--- src/rtl/dsa_pkg.sv ---
package dsa_pkg;
  parameter int TAG_W     = 8;
  parameter int LEN_W     = 4;
  parameter int UOP_W     = 3;
  parameter int MAX_UOPS  = 4;
  parameter int NSLOT     = 4;
  parameter int NTHR      = 2;
  parameter int WIN       = NSLOT + 1;
  parameter int CNT_W     = $clog2(WIN + 1);
  parameter int UCNT_W    = $clog2(MAX_UOPS + NSLOT);

  typedef struct packed {
    logic [TAG_W-1:0] tag;
    logic [LEN_W-1:0] len;
    logic [UOP_W-1:0] uops;
    logic             fuse_head;
    logic             fuse_br;
  } inst_t;
endpackage

--- src/rtl/dsa_thread_queue.sv ---
module dsa_thread_queue
  import dsa_pkg::*;
#(
  parameter int DEPTH = 20
) (
  input  logic                  clk,
  input  logic                  rst_n,
  input  logic                  flush,
  input  logic                  push,
  input  inst_t                 push_data,
  input  logic [CNT_W-1:0]      pop_n,
  output logic                  full,
  output logic [WIN-1:0]        peek_vld,
  output inst_t [WIN-1:0]       peek
);
  localparam int IW = $clog2(DEPTH);
  localparam int CW = $clog2(DEPTH + 1);

  inst_t          mem [DEPTH];
  logic [IW-1:0]  head_q, tail_q;
  logic [CW-1:0]  cnt_q;

  function automatic logic [IW-1:0] adv(input logic [IW-1:0] base, input int unsigned n);
    int unsigned s;
    s = int'(base) + n;
    if (s >= DEPTH) s = s - DEPTH;
    return s[IW-1:0];
  endfunction

  assign full = (cnt_q == CW'(DEPTH));

  always_ff @(posedge clk or negedge rst_n) begin
    if (!rst_n) begin
      head_q <= '0;
      tail_q <= '0;
      cnt_q  <= '0;
    end else if (flush) begin
      head_q <= '0;
      tail_q <= '0;
      cnt_q  <= '0;
    end else begin
      if (push) tail_q <= adv(tail_q, 1);
      head_q <= adv(head_q, int'(pop_n));
      cnt_q  <= cnt_q + CW'(push) - CW'(pop_n);
    end
  end

  always_ff @(posedge clk) begin
    if (push && !flush) mem[tail_q] <= push_data;
  end

  for (genvar k = 0; k < WIN; k++) begin : g_peek
    assign peek[k]     = mem[adv(head_q, k)];
    assign peek_vld[k] = (cnt_q > CW'(k));
  end

  a_r1_no_overflow: assert property (@(posedge clk) disable iff (!rst_n)
    push |-> !full);
  a_r7_pop_le_count: assert property (@(posedge clk) disable iff (!rst_n)
    !flush |-> (CW'(pop_n) <= cnt_q));
endmodule

--- src/rtl/dsa_thread_pick.sv ---
module dsa_thread_pick
  import dsa_pkg::*;
(
  input  logic            clk,
  input  logic            rst_n,
  input  logic [NTHR-1:0] has_work,
  input  logic            advance,
  output logic            sel
);
  logic last_q;

  always_comb begin
    if (&has_work) sel = ~last_q;
    else           sel = has_work[1];
  end

  always_ff @(posedge clk or negedge rst_n) begin
    if (!rst_n)       last_q <= 1'b1;
    else if (advance) last_q <= sel;
  end

  a_r6_pick_has_work: assert property (@(posedge clk) disable iff (!rst_n)
    (|has_work) |-> has_work[sel]);
endmodule

--- src/rtl/dsa_group_former.sv ---
module dsa_group_former
  import dsa_pkg::*;
(
  input  logic [WIN-1:0]    peek_vld,
  input  inst_t [WIN-1:0]   peek,
  output logic [NSLOT-1:0]  slot_vld,
  output logic [NSLOT-1:0]  slot_fused,
  output inst_t [NSLOT-1:0] slot_rec,
  output logic [CNT_W-1:0]  n_inst,
  output logic [UCNT_W-1:0] n_uop
);
  always_comb begin : form
    int   p;
    logic stop;
    logic fused_used;
    p          = 0;
    stop       = 1'b0;
    fused_used = 1'b0;
    slot_vld   = '0;
    slot_fused = '0;
    slot_rec   = '0;
    n_uop      = '0;
    for (int s = 0; s < NSLOT; s++) begin
      if (!stop && p < WIN && peek_vld[p]) begin
        if (s != 0 && peek[p].uops != UOP_W'(1)) begin
          stop = 1'b1;
        end else begin
          slot_vld[s] = 1'b1;
          slot_rec[s] = peek[p];
          n_uop       = n_uop + UCNT_W'(peek[p].uops);
          if (!fused_used && peek[p].fuse_head && peek[p].uops == UOP_W'(1) &&
              (p + 1) < WIN && peek_vld[p+1] && peek[p+1].fuse_br &&
              peek[p+1].uops == UOP_W'(1)) begin
            slot_fused[s] = 1'b1;
            fused_used    = 1'b1;
            p             = p + 2;
          end else begin
            p = p + 1;
          end
        end
      end else begin
        stop = 1'b1;
      end
    end
    n_inst = CNT_W'(p);
  end
endmodule

--- src/rtl/dec_slot_alloc.sv ---
module dec_slot_alloc
  import dsa_pkg::*;
#(
  parameter int QDEPTH = 20
) (
  input  logic                         clk,
  input  logic                         rst_n,
  input  logic                         in_valid,
  output logic                         in_ready,
  input  logic                         in_tid,
  input  logic [TAG_W-1:0]             in_tag,
  input  logic [LEN_W-1:0]             in_len,
  input  logic [UOP_W-1:0]             in_uops,
  input  logic                         in_fuse_head,
  input  logic                         in_fuse_br,
  input  logic [NTHR-1:0]              flush,
  output logic                         out_valid,
  input  logic                         out_ready,
  output logic                         out_tid,
  output logic [NSLOT-1:0]             out_slot_valid,
  output logic [NSLOT-1:0]             out_slot_fused,
  output logic [NSLOT-1:0][TAG_W-1:0]  out_slot_tag,
  output logic [NSLOT-1:0][LEN_W-1:0]  out_slot_len,
  output logic [NSLOT-1:0][UOP_W-1:0]  out_slot_uops,
  output logic [CNT_W-1:0]             out_inst_count,
  output logic [UCNT_W-1:0]            out_uop_count
);
  inst_t                         push_rec;
  logic [NTHR-1:0]               q_full, has_work;
  logic [NTHR-1:0][WIN-1:0]      pv;
  inst_t [NTHR-1:0][WIN-1:0]     pk;
  logic [NTHR-1:0][CNT_W-1:0]    popn;
  logic                          sel, load;
  logic [NSLOT-1:0]              g_vld, g_fused;
  inst_t [NSLOT-1:0]             g_rec;
  logic [CNT_W-1:0]              g_ninst;
  logic [UCNT_W-1:0]             g_nuop;

  assign push_rec = '{tag: in_tag, len: in_len, uops: in_uops,
                      fuse_head: in_fuse_head, fuse_br: in_fuse_br};
  assign in_ready = !q_full[in_tid] && !flush[in_tid];
  assign load     = (|has_work) && !flush[sel] && (!out_valid || out_ready);

  for (genvar t = 0; t < NTHR; t++) begin : g_thr
    assign has_work[t] = pv[t][0];
    assign popn[t]     = (load && sel == 1'(t)) ? g_ninst : '0;
    dsa_thread_queue #(.DEPTH(QDEPTH)) i_queue (
      .clk      (clk),
      .rst_n    (rst_n),
      .flush    (flush[t]),
      .push     (in_valid && in_ready && in_tid == 1'(t)),
      .push_data(push_rec),
      .pop_n    (popn[t]),
      .full     (q_full[t]),
      .peek_vld (pv[t]),
      .peek     (pk[t])
    );
  end

  dsa_thread_pick i_pick (
    .clk     (clk),
    .rst_n   (rst_n),
    .has_work(has_work),
    .advance (load),
    .sel     (sel)
  );

  dsa_group_former i_form (
    .peek_vld  (pv[sel]),
    .peek      (pk[sel]),
    .slot_vld  (g_vld),
    .slot_fused(g_fused),
    .slot_rec  (g_rec),
    .n_inst    (g_ninst),
    .n_uop     (g_nuop)
  );

  always_ff @(posedge clk or negedge rst_n) begin
    if (!rst_n) begin
      out_valid      <= 1'b0;
      out_tid        <= 1'b0;
      out_slot_valid <= '0;
      out_slot_fused <= '0;
      out_slot_tag   <= '0;
      out_slot_len   <= '0;
      out_slot_uops  <= '0;
      out_inst_count <= '0;
      out_uop_count  <= '0;
    end else if (load) begin
      out_valid      <= 1'b1;
      out_tid        <= sel;
      out_slot_valid <= g_vld;
      out_slot_fused <= g_fused;
      out_inst_count <= g_ninst;
      out_uop_count  <= g_nuop;
      for (int s = 0; s < NSLOT; s++) begin
        out_slot_tag[s]  <= g_rec[s].tag;
        out_slot_len[s]  <= g_rec[s].len;
        out_slot_uops[s] <= g_rec[s].uops;
      end
    end else if (out_valid && (out_ready || flush[out_tid])) begin
      out_valid <= 1'b0;
    end
  end

  a_r9_hold_stable: assert property (@(posedge clk) disable iff (!rst_n)
    (out_valid && !out_ready && !flush[out_tid]) |=>
      (out_valid && $stable(out_slot_tag) && $stable(out_tid) &&
       $stable(out_slot_valid) && $stable(out_inst_count)));
  a_r2_head_slot: assert property (@(posedge clk) disable iff (!rst_n)
    out_valid |-> out_slot_valid[0]);
  a_r4_one_fusion: assert property (@(posedge clk) disable iff (!rst_n)
    out_valid |-> ($countones(out_slot_fused) <= 1 && int'(out_inst_count) <= WIN));
  a_r11_inst_count: assert property (@(posedge clk) disable iff (!rst_n)
    out_valid |-> (int'(out_inst_count) ==
                   $countones(out_slot_valid) + $countones(out_slot_fused)));
  a_r8_flush_drop: assert property (@(posedge clk) disable iff (!rst_n)
    (out_valid && !out_ready && flush[out_tid]) |=> !out_valid);

  for (genvar s = 1; s < NSLOT; s++) begin : g_simple_chk
    a_r3_simple_single: assert property (@(posedge clk) disable iff (!rst_n)
      (out_valid && out_slot_valid[s]) |-> (out_slot_uops[s] == UOP_W'(1)));
  end
endmodule

--- config.mk ---
export PLATFORM = sky130hd
export DESIGN_NAME = dec_slot_alloc
export DESIGN_NICKNAME = d
export VERILOG_FILES = /design/src/rtl/dsa_pkg.sv /design/src/rtl/dsa_thread_queue.sv /design/src/rtl/dsa_thread_pick.sv /design/src/rtl/dsa_group_former.sv /design/src/rtl/dec_slot_alloc.sv
export SDC_FILE = /design/constraint.sdc
export NUM_CORES = 2
export LEC_CHECK = 0
export BUFFER_PORTS_ARGS = -buffer_cell sky130_fd_sc_hd__buf_2
export CAP_MARGIN = 20
export CELL_PAD_IN_SITES_DETAIL_PLACEMENT = 1
export CELL_PAD_IN_SITES_GLOBAL_PLACEMENT = 1
export CORE_ASPECT_RATIO = 1.5
export CORE_UTILIZATION = 40
export DETAILED_ROUTE_END_ITERATION = 12
export PLACE_DENSITY_LB_ADDON = 0.1
export SETUP_SLACK_MARGIN = 0.02
export SLEW_MARGIN = 0
export SYNTH_ARGS = -nofsm -noshare
export SYNTH_HDL_FRONTEND = slang
export SYNTH_SLANG_ARGS = --single-unit
export TNS_END_PERCENT = 10
--- constraint.sdc ---
create_clock -name clk -period 11.59 [get_ports clk]
set_input_delay 1.159 -clock clk [delete_from_list [all_inputs] [get_ports clk]]
set_output_delay 1.159 -clock clk [all_outputs]
set_load 0.01 [all_outputs]
---- Word-level counts from Yosys, hierarchy flattened ----
Memories as Yosys holds them, arrays and structs flattened.
Index checks and enable logic that the tools add are counted.
operators by class
  $add $sub $neg .......................... 39
  magnitude comparators ................... 39
  equal/unequal tests ..................... 13
  multiplexer cells ....................... 133
  bitwise gates (word level) .............. 3
  reductions and logical operators ........ 57
operator list
  kind                                                                                 number
  17-bit binary-select mux with 3-bit select                                           6
  17-bit 2-to-1 mux                                                                    13
  32-bit 2-to-1 mux                                                                    6
  85-bit 2-to-1 mux                                                                    2
  32-bit by 4-bit less-than comparator with 1-bit output, second input constant        5
  32-bit by 5-bit less-than comparator with 1-bit output, second input constant        5
  5-bit 2-to-1 mux                                                                     30
  32-bit by 2-bit adder with 32-bit output, second input constant                      3
  6-bit by 5-bit greater-or-equal comparator with 1-bit output, second input constant  12
  5-bit subtractor, second input constant                                              14
  32-bit by 3-bit adder with 32-bit output, second input constant                      2
  1-bit 2-to-1 mux                                                                     56
  1-bit logical AND                                                                    39
  3-bit 2-to-1 mux                                                                     12
  5-bit by 1-bit adder with 6-bit output, second input constant                        4
  5-bit by 2-bit adder with 6-bit output, second input constant                        4
  3-bit by 1-bit equality test with 1-bit output, second input constant                8
  5-bit by 1-bit greater-than comparator with 1-bit output, second input constant      4
  5-bit by 2-bit greater-than comparator with 1-bit output, second input constant      4
  1-bit binary-select mux with 3-bit select                                            6
  5-bit by 3-bit adder with 6-bit output                                               2
  5-bit by 3-bit adder with 6-bit output, second input constant                        2
  1-bit logical NOT                                                                    11
  5-bit by 1-bit adder with 5-bit output                                               2
  16 further kinds                                                                     32
storage, ports and cells
  bits in registers ....................... 107
  memory bits (writable) .................. 680
  input port bits ......................... 24
  output and inout bits ................... 77
  word-level logic and storage cells ...... 311
  memories kept ........................... 2
memories
  memory                words  width  read ports  clocked after memory_dff  wr ports  RTL line                source
  g_thr[0].i_queue.mem  20     17     5           0                         1         dsa_thread_queue.sv:19  inst_t mem [DEPTH];
  g_thr[1].i_queue.mem  20     17     5           0                         1         dsa_thread_queue.sv:19

---- Longest topological paths before layout ----
An unclocked memory read counts as a cell.
  depth after elaboration ................. 54
  mapped depth ............................ 58
  mapped depth without buffers ............ 46

---- Hierarchy ----
From an unflattened synthesis, not the netlist that was laid out.
second synthesis, totals
  cells, all modules ...................... 4349
  area total of the unflattened synthesis .. 57670.3 µm²
by module, submodules not included
  module                               instances  cells an instance  area an instance (µm²)  seq. area each (µm²)
  dsa_thread_queue (g_thr[0].i_queue)  1          1706               25285.5                 10585.2
  dsa_thread_queue (g_thr[1].i_queue)  1          1771               24810.0                 10585.2
  dec_slot_alloc                       1          281                4010.1                  1901.8
  dsa_group_former                     1          588                3512.1                  0.0
  dsa_thread_pick                      1          3                  52.6                    26.3

---- Least setup slack after synthesis ----
Ideal clock, no wire load.
  kind .................................... flip-flop to flip-flop
  start ................................... register g_thr[1].i_queue.head_q[0]
  end ..................................... register g_thr[1].i_queue.head_q[3]
  setup time .............................. 0.082 ns
  arrival time ............................ 11.584 ns
  required time ........................... 11.508 ns
  slack ................................... -0.076 ns
  stages on the path, launching flop included .. 51
  buffers on the path ..................... 15
  clock period less this slack ............ 11.666 ns
  cell sequence ........................... dfrtp_1 buf_6 inv_1 clkbuf_1 clkbuf_1 clkbuf_1 ha_1 buf_2 buf_2 clkbuf_1 buf_1 buf_2 mux4_2 o22ai_1 nor4_1 nand4_1 nand3_1 mux2_4 [15 not listed] a21oi_1 nor2_1 a21oi_1 a31oi_1 a211oi_1 o311ai_1 a211oi_2 or4b_1 a21oi_1 nor3_1 ha_1 a21oi_1 xnor2_1 ha_1 nand3b_1 a21o_1 or2_2 a31oi_1
on the way
  word-level cells in the longest chain between the ends .. 53
  elaborated cells between the ends (all ways) .. 143
  those cells by class .................... add/sub: 17; order compare: 12; eq/ne: 11; mux: 69; reduce/logical: 33; memory: 1
RTL lines
  what                                                                                              RTL line                source
  start: declaration                                                                                dsa_thread_queue.sv:20  logic [IW-1:0] head_q, tail_q;
  start signal: assignment                                                                          dsa_thread_queue.sv:43  head_q <= adv(head_q, int'(pop_n));
  branches (longest 49 deep; another with 32-bit by 2-bit adder with 32-bit output)                 n/a
  5-bit by 3-bit adder with 6-bit output (*)                                                        dsa_thread_queue.sv:25  s = int'(base) + n;
  5-bit subtractor or 6-bit by 5-bit greater-or-equal comparator with 1-bit output (tied branches)  dsa_thread_queue.sv:26  if (s >= DEPTH) s = s - DEPTH;
  5-bit 2-to-1 mux (*)                                                                              dsa_thread_queue.sv:26
  5-bit 2-to-1 mux (*)                                                                              dsa_thread_queue.sv:37  end else if (flush) begin
Every way passes the cells marked *. The select of a mux whose other input is x is not followed.
A chain may end at the register's enable or synchronous reset.

---- Final worst setup path ----
  start ................................... register g_thr[0].i_queue.head_q[1]
  end ..................................... register g_thr[1].i_queue.head_q[3]
on the way
  word-level cells in the longest chain between the ends .. 53
  elaborated cells between the ends (all ways) .. 143
  those cells by class .................... add/sub: 17; order compare: 12; eq/ne: 11; mux: 69; reduce/logical: 33; memory: 1
RTL lines
  what                                                                                              RTL line                source
  start: declaration                                                                                dsa_thread_queue.sv:20
  start signal: assignment                                                                          dsa_thread_queue.sv:43
  branches (longest 2 deep; another with 5-bit by 1-bit adder with 6-bit output)                    n/a
  memory read 20 x 17 bit (*)                                                                       n/a
  85-bit 2-to-1 mux (implied by the code) (*) (2 in series)                                         dec_slot_alloc.sv:70    .peek (pk[sel]),
  branches (longest 42 deep; another with 32-bit by 2-bit adder with 32-bit output)                 n/a
  3-bit 2-to-1 mux (*)                                                                              dsa_group_former.sv:24  if (!stop && p < WIN && peek_vld[p]) begin
  3-bit 2-to-1 mux (*)                                                                              dec_slot_alloc.sv:46    assign popn[t] = (load && sel == 1'(t)) ? g_ninst : '0;
  5-bit by 3-bit adder with 6-bit output (*)                                                        dsa_thread_queue.sv:25
  5-bit subtractor or 6-bit by 5-bit greater-or-equal comparator with 1-bit output (tied branches)  dsa_thread_queue.sv:26
  5-bit 2-to-1 mux (*)                                                                              dsa_thread_queue.sv:26
  5-bit 2-to-1 mux (*)                                                                              dsa_thread_queue.sv:37
Marks and branches as above.

==> metrics.cfg <==
[timing]
holdWs_ps=394
grt_setup_unrepaired=false
setup_viol=0
finClkSkew_ps=32.2
period_minus_slack_ps=11000
worst_slew_pin_slew_ps=1250
layout_worst_path_cycle_share_pct=94.9
slew_headroom_pct=14.3
finalHoldViolCount=0
slew_viol_final=0
setup_tns_ps=0
max_freq_ghz=0.0909

[global_routing]
grt_pass1_vias=40800
grt_usage_pct=30.9
antenna_found_initial=10
grt_max_degree=105
grt.overflow.total=0
grt_pass1_wl_um=302000

[floorplanning]
die_w_um=303
core_mm2=0.135
std_cell_rows=165
ios=101
initial_core_util_pct=40.4
dieArea_mm2=0.138
die_h_um=454

[routing]
routed_wl_um=212000
vias=39300
ant_nets=0
viasPerCell=6.84
drt-wirelength-per-cell_um=36.9
dr.pass1.iters=5
drt_iter0_drc=3706
drc=0

[setup_path]
critPathKind=flip-flop to flip-flop
crit_top_cell=ha_1
r2r_cells=44
slowest_delay_ps=1050
r2r_start=g_thr[0].i_queue.head_q[1]
worstReg2RegEnd=g_thr[1].i_queue.head_q[3]
r2r_slack_ps=590
crit_fanout=8
endpoint_kind=flip-flop
required_ps=12220
start_kind=flip-flop
worstPathArrival_ps=11630
slowest_stage=a2111oi_0

[clocking]
root_buffer=clkbuf_16
cts_tree=built
cts_buffers=86
cts_buffer_depth=3
clk_pin_slew_ps=60
cts_sinks=787
ctsHoldBuffers=0
clock_latency_ps=730
cts-htree-levels=3

[cells_and_area]
mostFrequentLayoutCells=mux4_2 (757), edfxtp_1 (680), nand2_1 (404), buf_4 (159), a21oi_1 (132)
fill_cells=13500
multi_input_area_mm2=0.0301
layout_commonest_cell=mux4_2
layout.nets=4027
finish.utilization_pct=44.7
syn2layout_area_growth_pct=10.9
layout-drive-gt1-share_pct=33.4
seq_area_mm2=0.0231

[synth]
synth_edf_count=680
avgSynthCellArea_um2=14.0
synthTopCellsByArea=edfxtp_1 (37%), mux4_2 (31%), dfrtp_1 (4.9%)
netlist_area_mm2=0.0545
synthArstFlopShare_pct=13.6
synth_cell_types=103
yosysSeqAreaShare_pct=42.4
synth.top_cell.area_share_pct=37.5
synth_area_leader_cell=edfxtp_1
synth_flop_cell=edfxtp_1
ys.warnings.count=0
syn_inst=3896
synth.net_count=4007
synth-seq-cells=787

[outcome]
status=complete, no violations

[power]
swShare_pct=44.1
combPwrFrac_pct=59.4
power.density_mw_per_mm2=251
p_clk_share_pct=19.1
seq_power_share_pct=21.5
ir_drop_v=0.000199
p_int_uw=8490
p_sw_uw=6690
power.leakage_uw=0.0195

[worst_hold_path]
hold_path_class=primary input to asynchronous set/reset pin

[placed_design]
numPortBuffers=100
dp_hpwl_um=149000
place_congestion=0.956

[job]
maxCapViolCount=0

synth_stat cells, drive strengths merged, types with 14 or more instances:
library cell	number
nor2	160
a21oi	142
o31ai	17
mux2	41
a32o	14
clkbuf	219
a31oi	57
inv	67
nand3	84
edfxtp	680
o21ai	115
ha	80
o221ai	20
a21o	36
mux2i	131
nand2	405
buf	116
dfrtp	106
xnor2	33
o211ai	32
nor3	50
and2	36
a211oi	72
and3	24
a21boi	14
mux4	757
a311oi	26
nand2b	21
or3	22
nor2b	44
o22ai	27
nand4	21
metal layers:
layer  wire length (um)  vias to the layer above  track usage (%)
li1                   -                    16200                -
met1              78000                    21100             36.7
met2             109000                     1511             53.4
met3              10300                      456             3.80
met4              14800                        8             18.8
met5                 54                        -                0
worst max-delay path by stage:
stage / depth (start not counted) / slack (ps) / from / end
5_1_grt: 43 / 30 / g_thr[0].i_queue.head_q[1] / g_thr[0].i_queue.head_q[3]
4_1_cts: 43 / 250 / g_thr[1].i_queue.head_q[3] / g_thr[1].i_queue.head_q[3]
2_1_floorplan: 52 / 50 / g_thr[1].i_queue.head_q[1] / g_thr[1].i_queue.head_q[3]
3_5_place_dp: 43 / 290 / g_thr[1].i_queue.head_q[1] / g_thr[1].i_queue.head_q[3]
3_3_place_gp: 43 / 470 / g_thr[1].i_queue.head_q[1] / g_thr[1].i_queue.head_q[3]
6_report: 44 / 590 / g_thr[0].i_queue.head_q[1] / g_thr[1].i_queue.head_q[3]
state kept, by name, summed over array words and instances (netlist names), 4 cells and up:
| register | count |
|---|---|
| g_thr.i_queue.cnt_q | 10 |
| g_thr.i_queue.head_q | 10 |
| g_thr.i_queue.mem | 680 |
| g_thr.i_queue.tail_q | 10 |
| out_slot_fused | 4 |
| out_slot_len | 16 |
| out_slot_tag | 32 |
| out_slot_uops | 12 |
| out_slot_valid | 4 |
timing repair:
item | CTS | global route
setup buffers | 0 | 8
resized for setup | 0 | 14
hold endpoints to repair | 0 | 0
endpoints found under the setup margin | 0 | 8
critical path: cells and delay by family (launching register included):
kind	cells	cell delay (ps)
fa+ha+maj	6	1770
buf+inv	4	870
compound gates	16	4060
flops	1	460
xor+xnor	2	500
mux	2	640
simple gates	14	2610
stage by stage:
step                setup slack [ps]  cells  area, um2  power, uW
floorplan                       46.9   3896      54500       9310
global placement                 472   5573      57400      12200
detailed placement               291   5573      57400      12300
CTS                              251   5732      60300      15200
global route                    27.8   5741      60400      15800
finish                           586   5742      60400      15200
final cells by class:
cell class	instances	area share, %
antenna	2	0.00829
clock buffer	110	3.94
clock inverter	49	0.860
inverter	71	0.454
multi-input combinational	2703	49.8
sequential	787	38.3
tap	1753	3.63
timing repair buffer	267	3.05
power groups by stage:
stage | clock [uW] | combinational (uW) | sequential, uW
detailed placement | 0 | 8920 | 3340
floorplan | 0 | 6000 | 3310
CTS | 2950 | 8960 | 3280
global placement | 0 | 8900 | 3340
finish | 2900 | 9030 | 3260
global route | 3040 | 9500 | 3270
cell families (layout without fill, tap and decap cells):
| kind of cell | Yosys count | after routing | synth area share, % |
|---|---|---|---|
| other | 1 | 3 | 0.00688 |
| AO/OA/AOI/OAI | 710 | 710 | 9.07 |
| buffers and inverters | 406 | 497 | 3.11 |
| adder cells (fa/ha/maj) | 87 | 87 | 2.09 |
| multiplexers | 929 | 929 | 34.6 |
| XOR/XNOR | 45 | 45 | 0.737 |
| AND/OR/NAND/NOR | 931 | 931 | 8.04 |
| flip-flops | 787 | 787 | 42.4 |
Power figures use the tool's default switching activity.
